<file path="src/rtl/seg_agu_pkg.sv">
package seg_agu_pkg;
    localparam int SEG_N  = 6;
    localparam int IDX_W  = 3;
    localparam int SEL_W  = 16;
    localparam int ADDR_W = 32;
    localparam int SIZE_W = 2;

    typedef enum logic [IDX_W-1:0] {
        SEG_XE = 3'd0,
        SEG_CODE = 3'd1,
        SEG_STK = 3'd2,
        SEG_DAT = 3'd3,
        SEG_XF = 3'd4,
        SEG_XG = 3'd5
    } seg_idx_e;

    typedef enum logic [1:0] {
        ACC_FETCH = 2'd0,
        ACC_STACK = 2'd1,
        ACC_FRAME = 2'd2,
        ACC_DATA  = 2'd3
    } acc_kind_e;

    typedef struct packed {
        logic [SEL_W-1:0]  sel;
        logic [ADDR_W-1:0] base;
        logic [ADDR_W-1:0] limit;
    } seg_entry_t;
endpackage

</file>
<file path="src/rtl/seg_regfile.sv">
module seg_regfile
    import seg_agu_pkg::*;
(
    input  logic                   clk,
    input  logic                   rst_n,
    input  logic                   ld_valid,
    input  logic [IDX_W-1:0]       ld_idx,
    input  seg_entry_t             ld_entry,
    output seg_entry_t             tbl [SEG_N]
);
    localparam seg_entry_t FLAT = '{sel: '0, base: '0, limit: '1};

    for (genvar g = 0; g < SEG_N; g++) begin : g_reg
        always_ff @(posedge clk) begin
            if (!rst_n) begin
                tbl[g] <= FLAT;
            end else if (ld_valid && (ld_idx == IDX_W'(g))) begin
                tbl[g] <= ld_entry;
            end
        end
    end
endmodule

</file>
<file path="src/rtl/seg_select.sv">
module seg_select
    import seg_agu_pkg::*;
(
    input  logic [1:0]       kind,
    input  logic             ovr_valid,
    input  logic [IDX_W-1:0] ovr_idx,
    output logic [IDX_W-1:0] idx
);
    logic ovr_ok;
    assign ovr_ok = ovr_valid && (ovr_idx < IDX_W'(SEG_N));

    always_comb begin
        unique case (acc_kind_e'(kind))
            ACC_FETCH: idx = SEG_CODE;
            ACC_STACK: idx = SEG_STK;
            ACC_FRAME: idx = ovr_ok ? ovr_idx : SEG_STK;
            ACC_DATA:  idx = ovr_ok ? ovr_idx : SEG_DAT;
            default:   idx = SEG_DAT;
        endcase
    end
endmodule

</file>
<file path="src/rtl/seg_addr_calc.sv">
module seg_addr_calc
    import seg_agu_pkg::*;
(
    input  seg_entry_t        entry,
    input  logic [ADDR_W-1:0] offset,
    input  logic [SIZE_W-1:0] size_m1,
    output logic [ADDR_W-1:0] addr,
    output logic              fault
);
    localparam int EXT_W = ADDR_W + 1;
    logic [EXT_W-1:0] last_byte;

    assign addr      = entry.base + offset;
    assign last_byte = {1'b0, offset} + EXT_W'(size_m1);
    assign fault     = last_byte > {1'b0, entry.limit};
endmodule

</file>
<file path="src/rtl/seg_agu.sv">
module seg_agu
    import seg_agu_pkg::*;
(
    input  logic        clk,
    input  logic        rst_n,
    input  logic        ld_valid,
    input  logic [2:0]  ld_idx,
    input  logic [15:0] ld_sel,
    input  logic [31:0] ld_base,
    input  logic [31:0] ld_limit,
    input  logic        req_valid,
    input  logic [1:0]  req_kind,
    input  logic        req_ovr_valid,
    input  logic [2:0]  req_ovr_idx,
    input  logic [31:0] req_offset,
    input  logic [1:0]  req_size,
    output logic        out_valid,
    output logic [31:0] lin_addr,
    output logic        limit_fault,
    output logic [2:0]  seg_idx,
    output logic [15:0] seg_sel
);
    seg_entry_t        tbl [SEG_N];
    seg_entry_t        ld_entry;
    seg_entry_t        cur;
    logic [IDX_W-1:0]  idx_c;
    logic [ADDR_W-1:0] addr_c;
    logic              fault_c;

    assign ld_entry = '{sel: ld_sel, base: ld_base, limit: ld_limit};

    seg_regfile u_regs (
        .clk      (clk),
        .rst_n    (rst_n),
        .ld_valid (ld_valid),
        .ld_idx   (ld_idx),
        .ld_entry (ld_entry),
        .tbl      (tbl)
    );

    seg_select u_sel (
        .kind      (req_kind),
        .ovr_valid (req_ovr_valid),
        .ovr_idx   (req_ovr_idx),
        .idx       (idx_c)
    );

    always_comb begin
        cur = tbl[0];
        for (int i = 1; i < SEG_N; i++) begin
            if (idx_c == IDX_W'(i)) cur = tbl[i];
        end
    end

    seg_addr_calc u_calc (
        .entry   (cur),
        .offset  (req_offset),
        .size_m1 (req_size),
        .addr    (addr_c),
        .fault   (fault_c)
    );

    always_ff @(posedge clk) begin
        if (!rst_n) begin
            out_valid   <= 1'b0;
            lin_addr    <= '0;
            limit_fault <= 1'b0;
            seg_idx     <= '0;
            seg_sel     <= '0;
        end else begin
            out_valid <= req_valid;
            if (req_valid) begin
                lin_addr    <= addr_c;
                limit_fault <= fault_c;
                seg_idx     <= idx_c;
                seg_sel     <= cur.sel;
            end
        end
    end
endmodule

</file>
<file path="config.mk">
export PLATFORM = sky130hd
export DESIGN_NAME = seg_agu
export DESIGN_NICKNAME = d
export VERILOG_FILES = /design/src/rtl/seg_agu_pkg.sv /design/src/rtl/seg_regfile.sv /design/src/rtl/seg_select.sv /design/src/rtl/seg_addr_calc.sv /design/src/rtl/seg_agu.sv
export SDC_FILE = /design/constraint.sdc
export NUM_CORES = 2
export LEC_CHECK = 0
export BUFFER_PORTS_ARGS = -buffer_cell sky130_fd_sc_hd__buf_2
export CORE_AREA = 8 8 288 178
export DETAILED_ROUTE_END_ITERATION = 8
export DIE_AREA = 0 0 296 186
export PLACE_DENSITY = 0.83
export SYNTH_ARGS = -nofsm -noshare
export SYNTH_HDL_FRONTEND = slang
export SYNTH_SLANG_ARGS = --single-unit
</file>
<file path="constraint.sdc">
create_clock -name clk -period 4 [get_ports clk]
set_input_delay 0.2 -clock clk [delete_from_list [all_inputs] [get_ports clk]]
set_output_delay 0.2 -clock clk [all_outputs]
set_load 0.05 [all_outputs]
</file>
Word level (Yosys, flattened, before mapping)
Cells that the tools add are included.

cells by class
  shift operators = 0
  add/subtract/negate cells = 2
  reductions and logical operators = 9
  equal/unequal tests = 13
  multipliers = 0
  magnitude comparators = 2
  divide/modulo/power cells = 0
  mux-type cells = 8
  bitwise logic cells = 0

operators by type and width
  kind                                                  number
  two-way mux 80 bit                                    5
  adder 32 x 2 -> 33 bit                                1
  greater-than comparator 33 x 32 -> 1 bit              1
  adder 32 bit                                          1
  equality test 3 x 2 -> 1 bit (second input constant)  4
  equality test 3 bit (second input constant)           4
  case mux 3 bit (4 select lines)                       1
  logical AND 1 bit                                     7
  equality test 3 x 1 -> 1 bit (second input constant)  2
  two-way mux 3 bit                                     2
  equality test 2 bit (second input constant)           2
  logical NOT 3 bit                                     1
  < comparator 3 bit (second input constant)            1
  equality test 2 x 1 -> 1 bit (second input constant)  1
  logical NOT 2 bit                                     1

storage, ports and cells
  logic and storage cells = 57
  register bits = 533
  memories = 0
  bits in read-only memories = 0
  memory bits (writable) = 0
  latch bits = 0
  bits of input ports = 127

Longest topological paths before layout
  word-level depth = 11
  mapped depth = 21

By module
From an unflattened synthesis, not the netlist that was laid out.

unflattened totals
  cells, all modules = 2,802
  area total of the unflattened synthesis = 27,949.3 um2

modules (own cells, without submodules)
  module         times used  seq. area each (um2)  cells each  area each (um2)
  seg_regfile    1           9,609.2               1,642       18,088.6
  seg_agu        1           1,061.0               686         6,535.0
  seg_addr_calc  1           0.0                   468         3,274.4
  seg_select     1           0.0                   6           51.3

Worst setup path after synthesis
Ideal clock, no wire load.

  path type = input-to-reg
  from = input port req_ovr_valid
  to = register lin_addr[26]
  required time = 3.873 ns
  path buffers = 2
  stages on the path = 19
  path slack = 0.265 ns
  arrival = 3.608 ns
  cells stage by stage = a21boi_1 -> mux2i_1 -> nor2_1 -> nor2_1 -> buf_2 -> buf_2 -> nand2_1 -> a31oi_1 -> ha_1 -> inv_1 -> fa_1 -> nor2b_1 -> o2111ai_1 -> and4b_1 -> o21ai_1 -> a41oi_1 -> o21ai_1 -> xnor2_1 -> o21ai_0

on the way
  cells in the longest elaborated chain, start to end = 10

ends and longest elaborated chain
  what                                         RTL line                            source
  start, declared                              seg_agu.sv:13                       input logic req_ovr_valid,
  logical AND 1 bit (*)                        seg_select.sv:10                    assign ovr_ok = ovr_valid && (ovr_idx < IDX_W'(SEG_N));
  two-way mux 3 bit, on equally long branches  seg_select.sv:17, seg_select.sv:16
  case mux 3 bit (4 select lines) (*)          seg_select.sv:13                    unique case (acc_kind_e'(kind))
  equality test 3 x 1 -> 1 bit                 seg_agu.sv:51                       if (idx_c == IDX_W'(i)) cur = tbl[i];
  two-way mux 80 bit (4 in a row)              seg_agu.sv:51
  two-way mux 80 bit (*)                       seg_agu.sv:51
  adder 32 bit (*)                             seg_addr_calc.sv:13                 assign addr = entry.base + offset;
  end signal, assigned                         seg_agu.sv:73                       lin_addr <= addr_c;
  end, declared                                seg_agu.sv:18                       output logic [31:0] lin_addr,

Mark *: on every way between the ends. The rest lies on a longest branch, timed or not.
A chain may end at the register's enable or synchronous reset.

Worst setup path in the final report
  from = input port req_ovr_idx[1]
  to = register lin_addr[27]

on the way
  cells in the longest elaborated chain, start to end = 11

ends and longest elaborated chain
  what                                         RTL line                            source
  start, declared                              seg_agu.sv:14                       input logic [2:0] req_ovr_idx,
  < comparator 3 bit                           seg_select.sv:10
  logical AND 1 bit                            seg_select.sv:10
  two-way mux 3 bit, on equally long branches  seg_select.sv:17, seg_select.sv:16
  case mux 3 bit (4 select lines) (*)          seg_select.sv:13
  equality test 3 x 1 -> 1 bit                 seg_agu.sv:51
  two-way mux 80 bit (4 in a row)              seg_agu.sv:51
  two-way mux 80 bit (*)                       seg_agu.sv:51
  adder 32 bit (*)                             seg_addr_calc.sv:13

Marks and branches as above.

==> results_dict.tcl <==
set metrics [dict create \
    period_needed_ps 3784 \
    cts_tree "yes" \
    clk_pin_slew_ps 70 \
    worstPathMaxFanout 12 \
    cts_hold_buf 81 \
    min_path_type "in2reg" \
    seqCellArea_sq_mm 0.01067 \
    detail_route.iter0.violations 3286 \
    relSlewSlack 0.1593 \
    initial_core_util 0.5419 \
    grt_pass1_wl_um 131200 \
    synth.distinct_cells 60 \
    use_met1 0.3995 \
    layout-drive-gt1-share 0.1181 \
    port_buffers 179 \
    area_delta_synth_final_pct 17.77 \
    report.final.slew_viol_count 0 \
    crit_path_frequent_cell "buf_4" \
    grt_pass1_vias 23850 \
    die_h_um 186 \
    maxCapViolCount 0 \
    finalSetupViolCount 0 \
    synth_cells 3411 \
    antenna_left 0 \
    dp_hpwl_um 52280 \
    cts_root_buf "clkbuf_16" \
    grt_busiest_layer "met2" \
    worst_setup_path_start_kind "input port" \
    ys_ff_latch 533 \
    rsz0062_at_grt "no" \
    grt_max_degree 116 \
    tns_ps 0 \
    gp_congestion 0.9598 \
    crit_family "compound AO/OA/AOI/OAI gates" \
    cp.arrival_ps 4300 \
    synthFlopType "dfxtp_1" \
    via_per_inst 5.891 \
    synth_area_per_cell_sq_um 7.493 \
    critPathRequiredTime_ps 4520 \
    synth_nets 3605 \
    synth_warnings 0 \
    placed_area_sq_mm 0.02764 \
    wl_per_cell_um 19.39 \
    slowest_delay_ps 500 \
    final_nets 3814 \
    hold_viol 0 \
    die_area_sq_mm 0.05506 \
    grt-ovfl-total 0 \
    post_cts_buffers 0 \
    clk_latency_ps 590 \
    num_rows 62 \
    outcome "complete, no violations" \
    synthArstFlopShare 0 \
    core-area_sq_mm 0.04717 \
    fmax_mhz 264.3 \
    fin_skew_ps 27.99 \
    stdcell_count 4307 \
    cts-resized-gates 0 \
    critPathSlowestCell "o21ai_0" \
    syn_area_sq_mm 0.02556 \
    place_inst 4128 \
    cp-end-kind "flop" \
    fill_cells 4056 \
    crit_buf_inv 6 \
    dr_total_vias 25370 \
    grt_util_all_layers 0.2933 \
    clock_path_buffers 3 \
    routed_wl_um 83530 \
    clock_sinks 533 \
    power.leakage_uw 0.01247 \
    period_share 0.9460 \
    cts_made_buffers 49 \
    worstMarginPinSlew_ps 1261 \
    p_per_area_mw_per_mm2 421.5 \
    crit_type "in2reg" \
    drcViolationCount 0 \
    crit_path_cell_trace "buf_2, a21boi_1, mux2i_1, o21ai_4, buf_4, buf_4, o22ai_1, nor3_1, a211oi_1, a31oi_1, ha_1, and4_1, and4_1, buf_4, o2111ai_1, buf_4, o21ai_0, buf_4, nor2_1, xor2_1, o21ai_0" \
    first_pass_iters 8 \
    grt_util_met2 0.4594 \
    yosysSeqAreaShare 0.4175 \
    antenna_found_initial 14 \
    ios 180 \
    synth_edf_count 0 \
    die_w_um 296 \
    peakVddDrop_mv 0.2918 \
    htreeDepth 2 \
    final_area_sq_mm 0.03010 \
    grtUsageMet3 0.05599 \
    multi_input_comb_area_sq_mm 0.01398 \
]
-- layout make-up --
| cell class | count | share of cell area |
|---|---|---|
| Antenna cell | 10 | 0.0008314 |
| Clock buffer | 69 | 0.04822 |
| Clock inverter | 19 | 0.005612 |
| Inverter | 17 | 0.002120 |
| Multi-Input combinational cell | 2613 | 0.4644 |
| Sequential cell | 533 | 0.3545 |
| Tap cell | 640 | 0.02660 |
| Timing Repair Buffer | 406 | 0.09768 |
-- per-stage QoR --
step	util	hold WS [ps]	setup WS, ps	total power, uW
floorplan	-	324.0	265.1	7032
global placement	0.5861	444.8	-158.7	7823
finish	0.6382	102.2	215.9	12690
global route	0.6381	125.3	13.40	13110
detailed placement	0.5861	449.0	-203.8	7866
CTS	0.6377	64.10	389.9	12650
-- state kept, by name (all words and copies together), names as in the netlist --
register	cells
lin_addr	32
seg_idx	3
seg_sel	16
u_regs.tbl	480
out_valid	1
limit_fault	1
-- Yosys cell counts, types with 4 or more instances --
cell type,count,share of area
o21ai_0,152,0.030
ha_1,65,0.032
a21o_1,21,0.0062
nand4_1,21,0.0051
and3_1,10,0.0024
a31oi_1,36,0.0088
nand2_1,1252,0.18
nand3b_1,10,0.0029
inv_1,17,0.0025
a21boi_0,306,0.090
nand3_1,267,0.052
xor2_1,21,0.0072
buf_2,25,0.0049
o2111ai_1,6,0.0021
or3_1,5,0.0012
xnor2_1,30,0.010
a21oi_1,38,0.0074
buf_1,4,0.00059
dfxtp_1,533,0.42
clkbuf_1,216,0.032
o22ai_1,35,0.0086
nor2_1,69,0.010
a211oi_1,32,0.0094
mux2_2,4,0.0018
o21a_1,9,0.0026
o211ai_1,25,0.0073
nand2b_1,22,0.0054
nor3_1,40,0.0078
and4_1,5,0.0017
mux2i_1,62,0.024
nor2b_1,27,0.0066
-- cells in the final DEF (no fill, tap or decap), types with 21 or more instances in the layout --
| cell | synthesis | routed |
|---|---|---|
| a211oi_1 | 32 | 32 |
| a21boi_0 | 306 | 306 |
| a21o_1 | 21 | 21 |
| a21oi_1 | 38 | 37 |
| a31oi_1 | 36 | 35 |
| buf_2 | 25 | 177 |
| buf_4 | 3 | 137 |
| clkbuf_16 | 0 | 49 |
| dfxtp_1 | 533 | 533 |
| dlygate4sd3_1 | 0 | 81 |
| ha_1 | 65 | 65 |
| mux2i_1 | 62 | 62 |
| nand2_1 | 1252 | 1250 |
| nand2b_1 | 22 | 22 |
| nand3_1 | 267 | 264 |
| nand4_1 | 21 | 21 |
| nor2_1 | 69 | 67 |
| nor2b_1 | 27 | 27 |
| nor3_1 | 40 | 40 |
| o211ai_1 | 25 | 25 |
| o21ai_0 | 152 | 152 |
| o22ai_1 | 35 | 35 |
| xnor2_1 | 30 | 30 |
| xor2_1 | 21 | 21 |
-- kinds of logic (layout without fill, tap and decap cells) --
family	count (synthesis)	in the layout	share of synthesized area
AO/OA/AOI/OAI	688	688	0.1817
XOR/XNOR	51	51	0.01748
adder cells (fa/ha/maj)	67	67	0.03339
buffers and inverters	265	511	0.04058
flip-flops	533	533	0.4175
multiplexers	66	66	0.02604
other	0	10	0
AND/OR/NAND/NOR	1741	1741	0.2834
-- worst paths after layout --
check / cells after the start / startpoint / end / slack, ps
worst max-delay path: 21 / req_ovr_idx[1] / lin_addr[27] / 220
worst min-delay path: 4 / req_offset[31] / lin_addr[31] / 100
worst max register to register: 14 / u_regs.tbl[273] / lin_addr[29] / 740
worst min register to register: 2 / u_regs.tbl[63] / u_regs.tbl[63] / 460
-- worst register-to-register path: stages, from the launching register on --
cell	delay [ps]
dfxtp_1	320
o22ai_1	170
nor3_1	70
a21oi_1	190
mux2i_1	120
ha_1	290
a21oi_1	210
and4b_1	230
o31a_1	310
o2111ai_1	180
buf_4	170
o21ai_0	240
o211ai_1	260
mux2_2	350
o211ai_1	80
-- metal layers --
metal | vias up | part of all wire
met3 | 223 | 0.11
met4 | 10 | 0.037
met5 | - | 0.00093
met2 | 1417 | 0.43
li1 | 11890 | -
met1 | 11830 | 0.42
-- where the power goes --
part	switching (uW)	internal, uW
combinational	1430	846
clock	2180	2610
sequential	123	5500
total	3730	8950
Note: power is estimated with default switching activity, not from simulation.
